### src/rtl/bsq_pkg.sv
// Shared types for the burst address sequencer.
// Assumes: nothing beyond IEEE 1800-2017 packages.
package bsq_pkg;

    // Ordering of the beat bits inside a burst.
    typedef enum logic {
        ORD_LINEAR     = 1'b0,
        ORD_INTERLEAVE = 1'b1
    } order_e;

    // Action taken at one clock edge.
    typedef enum logic [1:0] {
        ACT_IDLE = 2'd0,
        ACT_LOAD = 2'd1,
        ACT_STEP = 2'd2,
        ACT_HOLD = 2'd3
    } act_e;

endpackage

### src/rtl/bsq_ctrl.sv
// Control decode: turns the edge-level controls into a single action.
// Hold has the highest priority, then advance, then load or deselect.
// Assumes: all inputs are synchronous to the sampling clock.
module bsq_ctrl
    import bsq_pkg::*;
(
    input  logic step_sel,
    input  logic chip_sel,
    input  logic hold_clk,
    output act_e act
);

    // Priority decode of the control inputs.
    always_comb begin
        if (hold_clk) begin
            act = ACT_HOLD;
        end else if (step_sel) begin
            act = ACT_STEP;
        end else if (chip_sel) begin
            act = ACT_LOAD;
        end else begin
            act = ACT_IDLE;
        end
    end

endmodule

### src/rtl/bsq_state.sv
// Burst state: start address, beat counter and the ordering captured on load.
// Assumes: synchronous active-low reset; act decoded by bsq_ctrl.
module bsq_state
    import bsq_pkg::*;
#(
    parameter int ADDR_W = 18,
    parameter int BEAT_W = 2
) (
    input  logic              clk,
    input  logic              rst_n,
    input  act_e              act,
    input  logic [ADDR_W-1:0] ext_addr,
    input  logic              order_sel,
    output logic [ADDR_W-1:0] base_q,
    output logic [BEAT_W-1:0] cnt_q,
    output order_e            mode_q
);

    // Capture on load, count beats on advance, keep everything otherwise.
    always_ff @(posedge clk) begin
        if (!rst_n) begin
            base_q <= '0;
            cnt_q  <= '0;
            mode_q <= ORD_LINEAR;
        end else begin
            case (act)
                ACT_LOAD: begin
                    base_q <= ext_addr;
                    cnt_q  <= '0;
                    mode_q <= order_e'(order_sel);
                end
                ACT_STEP: begin
                    cnt_q <= cnt_q + BEAT_W'(1);
                end
                default: begin
                end
            endcase
        end
    end

    // the ordering of a running burst is frozen between loads.
    p_mode_frozen_r8: assert property (@(posedge clk) disable iff (!rst_n)
        (act != ACT_LOAD) |=> (mode_q == $past(mode_q)));

    // the start address never moves except on a load.
    p_base_fixed_r6: assert property (@(posedge clk) disable iff (!rst_n)
        (act == ACT_STEP) |=> (base_q == $past(base_q)));

endmodule

### src/rtl/bsq_order.sv
// Beat-bit generator: maps start bits and beat count to the low address bits.
// Assumes: BEAT_W bits cover one burst, so both orders wrap naturally.
module bsq_order
    import bsq_pkg::*;
#(
    parameter int BEAT_W = 2
) (
    input  logic [BEAT_W-1:0] start,
    input  logic [BEAT_W-1:0] cnt,
    input  order_e            mode,
    output logic [BEAT_W-1:0] low
);

    // Select linear sum or XOR interleave of start and beat number.
    always_comb begin
        if (mode == ORD_INTERLEAVE) begin
            low = start ^ cnt;
        end else begin
            low = start + cnt;
        end
    end

endmodule

### src/rtl/burst_addr_seq.sv
// Burst address sequencer top: registered word address of a four-beat burst.
// Upper bits come from the captured start; beat bits follow the captured order.
// Assumes: synchronous active-low reset; output valid one edge after controls.
module burst_addr_seq
    import bsq_pkg::*;
#(
    parameter int ADDR_W = 18,
    parameter int BEAT_W = 2
) (
    input  logic              clk,
    input  logic              rst_n,
    input  logic [ADDR_W-1:0] ext_addr,
    input  logic              step_sel,
    input  logic              chip_sel,
    input  logic              hold_clk,
    input  logic              order_sel,
    output logic [ADDR_W-1:0] word_addr
);

    localparam int UPPER_W = ADDR_W - BEAT_W;

    act_e              act;
    logic [ADDR_W-1:0] base_q;
    logic [BEAT_W-1:0] cnt_q;
    order_e            mode_q;
    logic [BEAT_W-1:0] low;

    bsq_ctrl u_ctrl (
        .step_sel (step_sel),
        .chip_sel (chip_sel),
        .hold_clk (hold_clk),
        .act      (act)
    );

    bsq_state #(.ADDR_W(ADDR_W), .BEAT_W(BEAT_W)) u_state (
        .clk       (clk),
        .rst_n     (rst_n),
        .act       (act),
        .ext_addr  (ext_addr),
        .order_sel (order_sel),
        .base_q    (base_q),
        .cnt_q     (cnt_q),
        .mode_q    (mode_q)
    );

    bsq_order #(.BEAT_W(BEAT_W)) u_order (
        .start (base_q[BEAT_W-1:0]),
        .cnt   (cnt_q),
        .mode  (mode_q),
        .low   (low)
    );

    // Join the fixed upper bits with the sequenced beat bits.
    always_comb begin
        word_addr = {base_q[ADDR_W-1:BEAT_W], low};
    end

    // reset clears the address.
    p_reset_zero_r1: assert property (@(posedge clk)
        (!rst_n) |=> (word_addr == '0));

    // an enabled load presents the external address next cycle.
    p_load_capture_r2: assert property (@(posedge clk) disable iff (!rst_n)
        (!hold_clk && !step_sel && chip_sel) |=> (word_addr == $past(ext_addr)));

    // a linear advance adds one to the beat bits.
    p_linear_step_r3: assert property (@(posedge clk) disable iff (!rst_n)
        (!hold_clk && step_sel && mode_q == ORD_LINEAR)
        |=> (word_addr[BEAT_W-1:0] == BEAT_W'($past(word_addr[BEAT_W-1:0]) + 1'b1)));

    // a held edge changes nothing.
    p_hold_stable_r5: assert property (@(posedge clk) disable iff (!rst_n)
        hold_clk |=> $stable(word_addr));

    // advancing keeps the upper bits.
    p_upper_fixed_r6: assert property (@(posedge clk) disable iff (!rst_n)
        (!hold_clk && step_sel)
        |=> (word_addr[ADDR_W-1:BEAT_W] == $past(word_addr[ADDR_W-1:BEAT_W])));

    // a deselect edge keeps the address.
    p_deselect_stable_r9: assert property (@(posedge clk) disable iff (!rst_n)
        (!hold_clk && !step_sel && !chip_sel) |=> $stable(word_addr));

    // the upper field width must be positive.
    initial begin
        a_upper_width_r6: assert (UPPER_W > 0);
    end

endmodule

### config.mk
export PLATFORM = sky130hd
export DESIGN_NAME = burst_addr_seq
export DESIGN_NICKNAME = d
export VERILOG_FILES = /design/src/rtl/bsq_pkg.sv /design/src/rtl/bsq_ctrl.sv /design/src/rtl/bsq_state.sv /design/src/rtl/bsq_order.sv /design/src/rtl/burst_addr_seq.sv
export SDC_FILE = /design/constraint.sdc
export NUM_CORES = 1
export LEC_CHECK = 0
export ABC_AREA = 1
export CORE_MARGIN = 2
export CORE_UTILIZATION = 40
export CTS_BUF_LIST = sky130_fd_sc_hd__clkbuf_4
export CTS_CLUSTER_DIAMETER = 60
export DETAILED_ROUTE_END_ITERATION = 10
export GPL_TIMING_DRIVEN = 0
export PLACE_DENSITY = 0.76
export SLEW_MARGIN = 20
export SYNTH_ARGS = -nofsm -noshare
export SYNTH_HDL_FRONTEND = slang
export SYNTH_SLANG_ARGS = --single-unit
### constraint.sdc
create_clock -name clk -period 1.47 [get_ports clk]
set_input_delay 0.294 -clock clk [delete_from_list [all_inputs] [get_ports clk]]
set_output_delay 0.294 -clock clk [all_outputs]
set_load 0.02 [all_outputs]
==> flow_metrics.py <==
metrics = {
    "cells_and_area": {
        "drive_gt1_frac": 0.211,
        "regArea_um2": 423,
        "layout.nets": 203,
        "fill_cells": 232,
        "diodes": 0,
        "syn2layout_area_growth_pct": 49.7,
        "multi_input_area_um2": 389,
        "fin_util": 0.649,
    },
    "clock_network": {
        "cts_sinks": 21,
        "numCtsBuffers": 3,
        "cts_root_buffer": "clkbuf_4",
        "clk_latency_ns": 0.30,
        "cts-htree-levels": 1,
        "cts.clk_slew.worst_paths_ns": 0.12,
        "ctsLongestPathBuffers": 2,
        "cts_hold_buf": 0,
        "tritoncts": "yes",
    },
    "timing": {
        "max_freq_mhz": 660,
        "slew_viol_final": 0,
        "setup_violations": 1,
        "skew_ns": 0.000154,
        "setup_ws_ns": -0.0462,
        "timing.final.crit_period_ns": 1.52,
        "rsz0062_at_grt": "true",
        "finalHoldViolCount": 0,
        "fin_crit_sh": 1.03,
        "worstMarginPinSlew_ns": 0.327,
        "maxSlewHeadroom": 0.782,
    },
    "synth": {
        "syn_area_per_cell_um2": 7.52,
        "syn_nets": 157,
        "seq_area_frac_synth": 0.430,
        "ys_warn_count": 0,
        "synthCells": 130,
        "synthesis.area_um2": 977,
        "ys_ff_latch": 21,
        "synth_cell_types": 16,
    },
    "critical_path": {
        "critPathArrivalTime_ns": 1.22,
        "crit_type": "flop to primary output",
        "rrSetupSlack_ns": 0.57,
        "cp-end-kind": "primary output",
        "critical_path_required_ns": 1.18,
        "critPathLaunchType": "flop",
        "crit_fanout": 2,
    },
    "global_route": {
        "antenna_found_initial": 0,
        "grt_max_degree": 13,
        "overflow": 0,
        "grt_pass1_vias": 886,
        "grt_pass1_wl_um": 3530,
        "grtUsageTotal": 0.171,
    },
    "pwr": {
        "p_leak_nw": 0.727,
        "finalPower_mw": 1.22,
        "p_per_area_nw_per_um2": 831,
        "peakVddDrop_uv": 682,
    },
    "floorplan": {
        "die_x_um": 53.4,
        "die_area_um2": 2850,
        "die_y_um": 53.4,
        "initial_utilization": 0.433,
        "core-area_um2": 2250,
        "io_pins": 42,
        "std_cell_rows": 17,
    },
    "status": {
        "outcome": "finished, violations left",
        "violations": "negative setup slack",
    },
    "drt": {
        "wl_um": 2130,
        "viasPerCell": 4.61,
        "drc": 0,
        "via_count": 935,
        "avgRoutedWirePerCell_um": 10.5,
        "first_pass_iters": 6,
        "first_iter_violations": 7,
        "postRouteAntennaNets": 0,
    },
    "placed_design": {
        "port_buffers": 40,
        "place_hpwl_um": 1660,
        "dp_slack_ns": -0.394,
        "gp_congestion": 0.684,
    },
    "run": {
        "cap_violations": 0,
    },
    "worst_hold_path": {
        "hold_class": "input pin to flop",
    },
}
## logic make-up (layout without fill, tap and decap cells)
family / after synthesis / in the layout / share of synthesized area
and+or+nand+nor: 50 / 50 / 0.196
buffers and inverters: 32 / 77 / 0.209
adders and majority gates: 3 / 3 / 0.0384
AOI/OAI and AO/OA: 24 / 24 / 0.127
DFF: 21 / 21 / 0.430
## layer usage
metal / up-vias / part of all wire / track usage
met5: - / 0 / 0
met4: 0 / 0.020 / 0.0769
met3: 4 / 0.077 / 0.0339
met2: 32 / 0.48 / 0.323
met1: 422 / 0.42 / 0.179
li1: 477 / - / -
## synthesized netlist by cell type, drive strengths merged
| library cell | count | area share |
|---|---|---|
| nor2 | 39 | 0.15 |
| dfxtp | 21 | 0.43 |
| o21ai | 21 | 0.11 |
| buf | 20 | 0.16 |
| inv | 11 | 0.042 |
| nand2 | 8 | 0.031 |
| a21oi | 3 | 0.015 |
| ha | 3 | 0.038 |
| nand3 | 2 | 0.010 |
| clkbuf | 1 | 0.0038 |
| nor3 | 1 | 0.0051 |
## placed cells by master, fill, tap and decap left out, types with 3 or more instances in the layout
cell type        synthesis  final
buf_4                   16     17
buf_6                    3      4
clkbuf_4                 0      3
clkdlybuf4s50_1          0     22
dfxtp_1                 21     19
dlygate4sd2_1            0     16
inv_1                   10      8
inv_2                    1      3
nand2_1                  8      8
nor2_1                  39     38
o21ai_0                 18     14
o21ai_1                  2      6
## worst paths after layout
kind / start / endpoint / depth (start not counted)
worst max-delay path: u_state.base_q[0] / word_addr[1] / 7
worst min-delay path: rst_n / u_state.mode_q / 3
worst max register to register: u_state.cnt_q[0] / u_state.cnt_q[1] / 6
worst min register to register: u_state.mode_q / u_state.mode_q / 2
## registers in the layout, summed over array words and instances (netlist names)
register / cells
u_state.mode_q: 1
u_state.cnt_q: 2
u_state.base_q: 18
## critical path, stage by stage (launching register included)
cell	delay, ns
dfxtp_2	0.38
ha_4	0.14
inv_2	0.03
nor2_1	0.07
nand3_1	0.07
nand2_1	0.08
inv_2	0.04
buf_6	0.12
## metrics by stage
step | cells | hold WS, ns | setup TNS (ns) | cell area, um2
2_1_floorplan | 130 | 0.429 | 0 | 977
3_3_place_gp | 198 | 0.464 | -7.29 | 1410
3_5_place_dp | 198 | 0.482 | -7.80 | 1410
4_1_cts | 202 | 0.279 | -0.0870 | 1420
5_1_grt | 203 | 0.288 | -0.144 | 1460
6_report | 203 | 0.287 | -0.0462 | 1460
## layout make-up
cell class / instances / share of cell area
Buffer: 21 / 0.111
Clock buffer: 3 / 0.0154
Clock inverter: 1 / 0.00342
Inverter: 11 / 0.0282
Multi-Input combinational cell: 77 / 0.266
Sequential cell: 21 / 0.289
Tap cell: 28 / 0.0240
Timing Repair Buffer: 41 / 0.263
## power by group
part,internal [mW],switching [mW]
clock network,0.102,0.180
logic,0.166,0.141
registers,0.606,0.0204
total,0.874,0.341
## repair_timing
action,4_1_cts,5_1_grt
pin swaps,0,1
setup endpoints to repair,38,19
gates resized for setup,28,13
buffers inserted,0,1
No activity file was read; power rests on OpenSTA's default activity.
